`src/rtl/gpio_irq_pkg.sv`:
```
package gpio_irq_pkg;
  localparam int KINDS  = 4;
  localparam int K_LOW  = 0;
  localparam int K_HIGH = 1;
  localparam int K_FALL = 2;
  localparam int K_RISE = 3;
endpackage

```
`src/rtl/gpio_irq_sync.sv`:
```
module gpio_irq_sync #(
  parameter int WIDTH  = 8,
  parameter int STAGES = 2
) (
  input  logic             clk,
  input  logic             rst,
  input  logic [WIDTH-1:0] d,
  output logic [WIDTH-1:0] q
);
  logic [WIDTH-1:0] chain [STAGES];

  always_ff @(posedge clk) begin
    if (rst) begin
      for (int i = 0; i < STAGES; i++) chain[i] <= '0;
    end else begin
      chain[0] <= d;
      for (int i = 1; i < STAGES; i++) chain[i] <= chain[i-1];
    end
  end

  assign q = chain[STAGES-1];
endmodule

```
`src/rtl/gpio_irq_pin.sv`:
```
module gpio_irq_pin
  import gpio_irq_pkg::*;
(
  input  logic             clk,
  input  logic             rst,
  input  logic             lvl,
  input  logic             clr_wr,
  input  logic [1:0]       clr_edge,   // [0] falling, [1] rising
  output logic [KINDS-1:0] nib
);
  logic prev_q, rise_q, fall_q;
  logic rise_set, fall_set, rise_clr, fall_clr;

  assign rise_set = lvl & ~prev_q;
  assign fall_set = ~lvl & prev_q;
  assign rise_clr = clr_wr & clr_edge[1];
  assign fall_clr = clr_wr & clr_edge[0];

  always_ff @(posedge clk) begin
    if (rst) begin
      prev_q <= 1'b0;
      rise_q <= 1'b0;
      fall_q <= 1'b0;
    end else begin
      prev_q <= lvl;
      rise_q <= rise_set | (rise_q & ~rise_clr);
      fall_q <= fall_set | (fall_q & ~fall_clr);
    end
  end

  always_comb begin
    nib         = '0;
    nib[K_LOW]  = ~lvl;
    nib[K_HIGH] = lvl;
    nib[K_FALL] = fall_q;
    nib[K_RISE] = rise_q;
  end

  assert_rise_seen_R1: assert property (@(posedge clk) disable iff (rst)
    (lvl && !prev_q) |=> nib[K_RISE]);
  assert_fall_seen_R1: assert property (@(posedge clk) disable iff (rst)
    (!lvl && prev_q) |=> nib[K_FALL]);
  assert_hold_R3: assert property (@(posedge clk) disable iff (rst)
    (nib[K_RISE] && !(clr_wr && clr_edge[1])) |=> nib[K_RISE]);
  assert_clear_R4: assert property (@(posedge clk) disable iff (rst)
    (clr_wr && clr_edge[0] && !(!lvl && prev_q)) |=> !nib[K_FALL]);
  assert_keep_R5: assert property (@(posedge clk) disable iff (rst)
    (clr_wr && clr_edge[1] && lvl && !prev_q) |=> nib[K_RISE]);
endmodule

```
`src/rtl/gpio_irq_core.sv`:
```
module gpio_irq_core #(
  parameter int EW = 32
) (
  input  logic          clk,
  input  logic          rst,
  input  logic [EW-1:0] raw,
  input  logic [EW-1:0] en,
  output logic          irq
);
  logic irq_q;

  always_ff @(posedge clk) begin
    if (rst) irq_q <= 1'b0;
    else     irq_q <= |(raw & en);
  end

  assign irq = irq_q;

  assert_quiet_R6: assert property (@(posedge clk) disable iff (rst)
    (en == '0) |=> !irq);
  assert_fire_R7: assert property (@(posedge clk) disable iff (rst)
    ((raw & en) != '0) |=> irq);
endmodule

```
`src/rtl/gpio_irq_detect.sv`:
```
module gpio_irq_detect
  import gpio_irq_pkg::*;
#(
  parameter int NPINS  = 8,
  parameter int NCORES = 2,
  parameter int STAGES = 2
) (
  input  logic                      clk,
  input  logic                      rst,
  input  logic [NPINS-1:0]          pin_in,
  input  logic                      clr_wr,
  input  logic [KINDS*NPINS-1:0]    clr_data,
  input  logic [NCORES*KINDS*NPINS-1:0] core_en,
  output logic [KINDS*NPINS-1:0]    raw_events,
  output logic [NCORES-1:0]         irq
);
  localparam int EW = KINDS * NPINS;

  function automatic logic [EW-1:0] lvl_mask();
    logic [EW-1:0] m = '0;
    for (int p = 0; p < NPINS; p++) begin
      m[p*KINDS + K_LOW]  = 1'b1;
      m[p*KINDS + K_HIGH] = 1'b1;
    end
    return m;
  endfunction
  localparam logic [EW-1:0] LVL_MASK = lvl_mask();

  logic [NPINS-1:0] pin_s;

  gpio_irq_sync #(.WIDTH(NPINS), .STAGES(STAGES)) u_sync (
    .clk (clk),
    .rst (rst),
    .d   (pin_in),
    .q   (pin_s)
  );

  for (genvar p = 0; p < NPINS; p++) begin : g_pin
    gpio_irq_pin u_pin (
      .clk      (clk),
      .rst      (rst),
      .lvl      (pin_s[p]),
      .clr_wr   (clr_wr),
      .clr_edge ({clr_data[p*KINDS + K_RISE], clr_data[p*KINDS + K_FALL]}),
      .nib      (raw_events[p*KINDS +: KINDS])
    );
  end

  for (genvar c = 0; c < NCORES; c++) begin : g_core
    gpio_irq_core #(.EW(EW)) u_core (
      .clk (clk),
      .rst (rst),
      .raw (raw_events),
      .en  (core_en[c*EW +: EW]),
      .irq (irq[c])
    );
  end

  assert_lvl_ignore_R4: assert property (@(posedge clk) disable iff (rst)
    (clr_wr && ((clr_data & LVL_MASK) != '0)) |=> ($countones(raw_events & LVL_MASK) == NPINS));
endmodule

```
`config.mk`:
```
export PLATFORM = sky130hd
export DESIGN_NAME = gpio_irq_detect
export DESIGN_NICKNAME = d
export VERILOG_FILES = /design/src/rtl/gpio_irq_pkg.sv /design/src/rtl/gpio_irq_sync.sv /design/src/rtl/gpio_irq_pin.sv /design/src/rtl/gpio_irq_core.sv /design/src/rtl/gpio_irq_detect.sv
export SDC_FILE = /design/constraint.sdc
export NUM_CORES = 1
export LEC_CHECK = 0
export BUFFER_PORTS_ARGS = -buffer_cell sky130_fd_sc_hd__clkbuf_2
export CORE_MARGIN = 2
export CORE_UTILIZATION = 35
export CTS_BUF_LIST = sky130_fd_sc_hd__clkbuf_8
export DETAILED_ROUTE_END_ITERATION = 12
export MAX_ROUTING_LAYER = met4
export PLACE_DENSITY = 0.75
export SYNTH_ARGS = -nofsm -noshare
export SYNTH_HDL_FRONTEND = slang
export SYNTH_SLANG_ARGS = --single-unit
```
`constraint.sdc`:
```
create_clock -name clk -period 2.1 [get_ports clk]
set_input_delay 0 -clock clk [delete_from_list [all_inputs] [get_ports clk]]
set_output_delay 0 -clock clk [all_outputs]
set_load 0.03 [all_outputs]
```
# == Yosys cells after proc, flatten, opt, wreduce, memory -nomap -nowiden ==
# Memory sizes are Yosys's and may differ from the RTL's.
# Cells that the tools add are included.
# classes
n_bitwise,100
n_reduce_logical,2
mux,5
# op_table
operator,n
bitwise AND 32 bit,2
OR reduction 32 bit,2
bitwise AND 1 bit,48
NOT 1 bit,32
OR 1 bit,18
two-way mux 8 bit,2
two-way mux 1 bit,3
# word_totals
register_bits,26
inputBits,107
memories,1
ram_bits,16
out_inout_bits,34
# memory_table
memory,words,width,rd,rd_ports_with_merged_regs,wr,line,source
u_sync.chain,2,8,2,0,2,gpio_irq_sync.sv:10,logic [WIDTH-1:0] chain [STAGES];

# == Depth between registers and ports, before layout ==
# Gate-level depths: netlist of the first run.
# logic_depth
word_depth,4
ltp_mapped,5

# == Cells and area by module ==
# Synthesis of the first run repeated with hierarchy kept, for this count alone.
# hier_totals
hier_cells,199
area_unflattened_um2,2015.7
# by_module_without_submodules
mod,n_inst,area_each_um2,cells_per_inst
gpio_irq_pin,8,140.1,14
gpio_irq_sync,1,524.3,41
gpio_irq_core,2,185.2,23

# == Worst setup path after synthesis of the first run ==
# Ideal clock, no wire load.
# synth_path
path_kind,reg-to-reg
startpoint,memory u_sync.chain[1][7] (netlist: u_sync.chain[0][15])
endpoint,register g_core[1].u_core.irq_q
setup_ns,0.125
path_stages_with_launch,5
path_slack_ns,0.902
arrival_ns,1.073
path_cell_list,dfxtp_1 -> inv_2 -> a22oi_2 -> nand4_1 -> o41a_1
# synth_rtl
item,line,source
start: declaration,gpio_irq_sync.sv:10,
end signal: assignment,gpio_irq_core.sv:14,else irq_q <= |(raw & en);
end: declaration,gpio_irq_core.sv:10,logic irq_q;

==> qor.txt, run 1 <==
P&R area growth vs syn -> 40.0%
startpoint type of the worst setup path -> flip-flop
maxcap violations -> 0
post-synth cell types -> 15
min Tclk post-route -> 1.35 ns
CTS Buf Count -> 5
DRT Wirelength -> 5260 µm
DP HPWL -> 4150 µm
antenna cells -> 0
end of the critical path -> g_core[1].u_core.irq
fin crit share -> 0.645
Post-CTS Setup Bufs -> 0
die width -> 76.3 µm
top cells by area, synth -> dfxtp_1 (46%), buf_4 (11%), a22oi_1 (9.8%)
CTS tree -> done
final setup margin -> 0.747 ns
critical setup path kind -> reg2reg
Worst-Skew Late Latency -> 0.29 ns
IO Count -> 141
pin count of the biggest net entering global routing -> 28
vias per inst -> 4.65
share of layout cells above drive strength 1 -> 0.431
Clock Power Share -> 0.350
register-to-register setup slack -> 0.75 ns
nets@finish -> 417
Slew @ Worst Pin -> 0.524 ns
vias in the first global route -> 1777
cts hold-fix bufs -> 13
number of routed nets with antenna violations -> 0
Seq pwr share -> 0.488
CP Max Fanout -> 6
critical path data arrival time -> 1.53 ns
clock skew -> 0.00171 ns
Die ar. -> 5830 µm²
Switching Fraction -> 0.252
Synthesis Warnings -> 0
Mean Syn Cell Area -> 9.30 µm²
DR vias -> 1772
Clock Path Buffers -> 2
drt drc -> 0
element type at the critical path end -> flip-flop
dpl ws -> 0.745 ns
DR iter-0 viols -> 58
Gate power share -> 0.163
final number of max-transition violations -> 0
CP required -> 2.28 ns
Hold WC Path Type -> in2reg
Sink Count -> 42
Post-Synthesis Net Count -> 304
clock slew at reported path FFs -> 0.08 ns
CTS root buf -> clkbuf_8
r2r worst-path depth -> 4
GP Congestion -> 0.763
status -> complete, no violations
first-pass GRT wire length -> 8400 µm
Int Power -> 0.00131 W
RSZ-0062 raised after global routing -> false
Initial Utilization -> 0.361
number of synthesized register bits -> 42
setup TNS -> 0 ns
Seq/Total Area, Yosys -> 0.459
total congestion overflow -> 0
P_leak -> 1.23 nW
RR Startpoint -> u_sync.chain[0][15]
Crit. Startpoint -> u_sync.chain[0][15]
Final setup viols -> 0
peak supply drop -> 0.498 mV
switching pwr -> 0.000442 W
Max Fclk -> 0.739 GHz
Worst R2R End -> g_core[1].u_core.irq
Routed WL per cell -> 13.8 µm
Cells after Synth -> 197
initial antenna violation count -> 0
largest area contributor in the netlist -> dfxtp_1
Core Area -> 5070 µm²
Die H -> 76.3 µm
GRT Overall Usage -> 0.190
first-pass iteration count of the detailed router -> 4
Post-Syn Area -> 1830 µm²
# rows -> 26
Synth top area share -> 0.459
Power Density -> 685 nW/µm²
PortBufs -> 124
WHS -> 0.00478 ns
# fillers -> 473
CTS resizes -> 0
Final Hold Viols -> 0
# H-tree levels -> 2
Slew HR -> 0.651
-- through the flow --
stage,util,instances,total power [W],instance area [µm²]
3_3_place_gp,0.459,360,0.00114,2330
4_1_cts,0.505,381,0.00177,2560
6_report,0.505,381,0.00176,2560
3_5_place_dp,0.459,360,0.00114,2330
2_1_floorplan,-,197,0.00103,1830
5_1_grt,0.505,381,0.00183,2560
-- state kept, by name, summed over array words and instances, names as in the netlist --
signal,count
g_core.u_core.irq,2
g_pin.u_pin.fall_q,8
g_pin.u_pin.prev_q,8
g_pin.u_pin.rise_q,8
u_sync.chain,16
-- cells in the final DEF, fill, tap and decap left out --
cell type	netlist	layout
dlygate4sd3_1	0	13
clkbuf_2	0	124
dfxtp_1	42	42
nor2_1	24	24
a22oi_2	2	2
a2bb2oi_1	8	8
bufinv_16	0	1
inv_2	1	1
inv_1	8	10
a22oi_1	24	24
mux2i_1	14	14
o41a_1	2	2
clkbuf_8	0	5
buf_4	26	1
nand2_1	16	16
nor2b_1	16	16
nand4_1	8	8
-- power by group through the flow --
stage	clock network [W]	logic [W]	registers (W)
floorplan	0	0.000169	0.000865
global placement	0	0.000265	0.000875
detailed placement	0	0.000268	0.000876
CTS	0.000620	0.000289	0.000858
global route	0.000651	0.000315	0.000862
finish	0.000614	0.000285	0.000857
-- critical path: stages (launching register included) --
cell and delay, ns:
dfxtp_1 0.42, inv_2 0.11, a22oi_2 0.16, nand4_1 0.17, o41a_1 0.39
-- area by class of cell --
class	count	area [µm²]	share of cell area
clock inverter	3	37.5	0.0146
clock buffer	5	68.8	0.0268
tap	70	87.6	0.0341
timing repair buffer	138	758	0.296
sequential	42	841	0.328
inverter	9	33.8	0.0132
multi-input combinational	114	738	0.288
-- routing by layer --
layer / vias to the layer above / global-route usage / share of wire
met5: - / - / 0
met4: 0 / 0.0436 / 0.0087
met3: 6 / 0.0486 / 0.073
met2: 90 / 0.338 / 0.49
met1: 789 / 0.214 / 0.43
li1: 887 / - / -
-- Yosys cell counts --
| library cell | instances |
|---|---|
| dfxtp_1 | 42 |
| o41a_1 | 2 |
| nand2_1 | 16 |
| buf_4 | 26 |
| inv_2 | 1 |
| a22oi_2 | 2 |
| clkbuf_1 | 5 |
| nor2_1 | 24 |
| a22oi_1 | 24 |
| inv_1 | 8 |
| nand4_1 | 8 |
| nor2b_1 | 16 |
| buf_2 | 1 |
| mux2i_1 | 14 |
| a2bb2oi_1 | 8 |
-- cell families after synthesis --
group                  share of synthesized area
AOI/OAI and AO/OA                          0.163
and+or+nand+nor                            0.164
muxes                                     0.0765
DFF                                        0.459
buffers and inverters                      0.138
-- worst min path at each step --
stage / slack [ns] / depth (start not counted) / end / start
2_1_floorplan: 0.07 / 1 / u_sync.chain[0][0] / rst
5_1_grt: 0.03 / 4 / g_pin[2].u_pin.rise_q / clr_data[11]
3_5_place_dp: 0.21 / 2 / u_sync.chain[0][6] / pin_in[6]
6_report: 0.005 / 4 / g_pin[2].u_pin.rise_q / clr_data[11]
4_1_cts: 0.002 / 4 / g_pin[6].u_pin.rise_q / clr_data[27]
3_3_place_gp: 0.21 / 2 / u_sync.chain[0][1] / pin_in[1]
Note: power is estimated with default switching activity, not from simulation.
==> run 2, diff against run 1 <==
Settings changed: PLACE_DENSITY 0.75 to 0.78.
Clock period 2.1 ns to 1.18 ns, I/O delays scaled along.
==> qor.txt, run 2 (synthesis results as in run 1) <==
CP required -> 1.36 ns (was 2.28 ns)
Core Util, Final -> 0.542 (was 0.505)
vias in the first global route -> 1923 (was 1777)
# fillers -> 479 (was 473)
Final setup viols -> 2 (was 0)
fin crit share -> 1.05 (was 0.645)
Routed WL per cell -> 13.9 µm (was 13.8 µm)
DR vias -> 1875 (was 1772)
r2r worst-path depth -> 3 (was 4)
element type at the critical path end -> flip-flop (unchanged)
placed cell area -> 2510 µm² (was 2330 µm²)
DRT Wirelength -> 5600 µm (was 5260 µm)
Core Area -> 5070 µm² (unchanged)
Initial Utilization -> 0.361 (unchanged)
Hold WC Path Type -> in2reg (unchanged)
pin count of the biggest net entering global routing -> 17 (was 28)
Slowest-stage cell, CP -> o41a_1 (was dfxtp_1)
# rows -> 26 (unchanged)
worst path buffer plus inverter count -> 0 (was 1)
Sink Count -> 42 (unchanged)
Power Density -> 1080 nW/µm² (was 685 nW/µm²)
register-to-register setup slack -> -0.06 ns (was 0.75 ns)
Die ar. -> 5830 µm² (unchanged)
RR Startpoint -> u_sync.chain[0][9] (was u_sync.chain[0][15])
PortBufs -> 124 (unchanged)
critical path data arrival time -> 1.42 ns (was 1.53 ns)
post-route cell area -> 2750 µm² (was 2560 µm²)
CP max stage delay -> 0.41 ns (was 0.42 ns)
CTS Buf Count -> 5 (unchanged)
Die H -> 76.3 µm (unchanged)
DP HPWL -> 4600 µm (was 4150 µm)
Max Fclk -> 0.805 GHz (was 0.739 GHz)
peak supply drop -> 0.483 mV (was 0.498 mV)
die width -> 76.3 µm (unchanged)
Worst-Skew Late Latency -> 0.29 ns (about the same)
share of layout cells above drive strength 1 -> 0.527 (was 0.431)
register area -> 862 µm² (was 841 µm²)
first-pass iteration count of the detailed router -> 4 (unchanged)
CTS root buf -> clkbuf_8 (unchanged)
drt drc -> 0 (unchanged)
DR iter-0 viols -> 86 (was 58)
Final Hold Viols -> 0 (unchanged)
Worst R2R End -> g_core[0].u_core.irq (was g_core[1].u_core.irq)
Slew @ Worst Pin -> 0.330 ns (was 0.524 ns)
P&R area growth vs syn -> 50.2% (was 40.0%)
P_leak -> 1.35 nW (was 1.23 nW)
final number of max-transition violations -> 0 (unchanged)
IO Count -> 141 (unchanged)
Slew HR -> 0.780 (was 0.651)
clock skew -> 0.00796 ns (was 0.00171 ns)
crit-path leading delay family -> compound AO/OA/AOI/OAI gates (unchanged)
nets@finish -> 438 (was 417)
first-pass GRT wire length -> 8890 µm (was 8400 µm)
critical setup path kind -> reg2reg (unchanged)
Crit. Startpoint -> u_sync.chain[0][9] (was u_sync.chain[0][15])
antenna cells -> 0 (unchanged)
GRT Overall Usage -> 0.197 (was 0.190)
CP Max Fanout -> 4 (was 6)
dpl ws -> -0.122 ns (was 0.745 ns)
Multi-input gate area -> 771 µm² (was 738 µm²)
stages on the worst setup path -> 3 (was 4)
crit path cell chain -> mux2i_2 -> nand4_1 -> o41a_1 (was inv_2 -> a22oi_2 -> nand4_1 -> o41a_1)
number of routed nets with antenna violations -> 0 (unchanged)
RSZ-0062 raised after global routing -> true (was false)
GP Congestion -> 0.872 (was 0.763)
most common cell after layout, fill and taps aside -> clkbuf_2 (unchanged)
initial antenna violation count -> 0 (unchanged)
max reg flops -> 16 (unchanged)
CTS tree -> done (unchanged)
total power -> 0.00297 W (was 0.00176 W)
final setup margin -> -0.0629 ns (was 0.747 ns)
most frequent cells in the layout -> clkbuf_2 (123), dfxtp_1 (33), buf_4 (25) (was clkbuf_2 (124), dfxtp_1 (42), nor2_1 (24), a22oi_1 (24))
Clock Path Buffers -> 2 (unchanged)
maxcap violations -> 0 (unchanged)
clock slew at reported path FFs -> 0.08 ns (about the same)
end of the critical path -> g_core[0].u_core.irq (was g_core[1].u_core.irq)
# H-tree levels -> 2 (unchanged)
failing checks -> setup timing
status -> finished with violations (was complete, no violations)
startpoint type of the worst setup path -> flip-flop (unchanged)
total congestion overflow -> 0 (unchanged)
Most flops, register -> u_sync.chain (unchanged)
vias per inst -> 4.66 (was 4.65)
min Tclk post-route -> 1.24 ns (was 1.35 ns)
[run 2: changes by cell type in the layout (fill, tap and decap cells not counted), sizes merged]
cell,change
buf,+25
dlygate4sd3,-3
clkinv,+2
bufinv,-1
clkbuf,-1
inv,-1
[run 2: worst min-delay path by stage]
stage / from / endpoint / slack (ns) / depth (start not counted)
2_1_floorplan: rst / u_sync.chain[0][0] / 0.07 / 1
3_3_place_gp: pin_in[5] / u_sync.chain[0][5] / 0.21 / 2
3_5_place_dp: pin_in[2] / u_sync.chain[0][2] / 0.21 / 2
4_1_cts: clr_data[23] / g_pin[5].u_pin.rise_q / 0.002 / 4
5_1_grt: clr_data[22] / g_pin[5].u_pin.fall_q / 0.02 / 4
6_report: clr_data[23] / g_pin[5].u_pin.rise_q / 0.0008 / 4
[run 2: final cells by class]
class	count	area share
clock buffers	5	0.0250
well taps	70	0.0318
flip-flops and latches	42	0.313
inverters	9	0.0132
multi-input cells	114	0.280
clock inverters	3	0.00637
repair buffers	159	0.330
[run 2: power breakdown]
part | leakage, nW | switching, W | internal, W
registers | 0.349 | 0.0000457 | 0.00147
clock network | 0.0493 | 0.000476 | 0.000409
logic | 0.947 | 0.000287 | 0.000287
total | 1.35 | 0.000808 | 0.00217
[run 2: tightest hold or removal path, delay by kind of cell]
kind	cells	cell delay, ns
AOI/OAI and AO/OA	1	0.06
buffers and inverters	1	0.08
and+or+nand+nor	2	0.12
[run 2: per-layer routing]
layer | part of all wire | GRT usage | vias to the layer above
met5 | 0 | - | -
met2 | 0.50 | 0.339 | 93
li1 | - | - | 931
met4 | 0.013 | 0.0691 | 0
met1 | 0.41 | 0.223 | 844
met3 | 0.077 | 0.0486 | 7
[run 2: what timing repair did]
action,in CTS,in global routing
hold buffers,10,0
endpoints found under the setup margin,2,3
hold endpoints to repair,10,0
pin swaps,5,0
gates resized for setup,16,4
setup buffers,0,0
[run 2: per-stage QoR]
| step | hold WS, ns | cells | TNS, ns |
|---|---|---|---|
| 6_report | 0.000783 | 402 | -0.119 |
| 2_1_floorplan | 0.0716 | 197 | 0 |
| 3_5_place_dp | 0.212 | 384 | -0.240 |
| 4_1_cts | 0.00176 | 402 | -0.143 |
| 5_1_grt | 0.0151 | 402 | -0.242 |
| 3_3_place_gp | 0.209 | 384 | -0.289 |
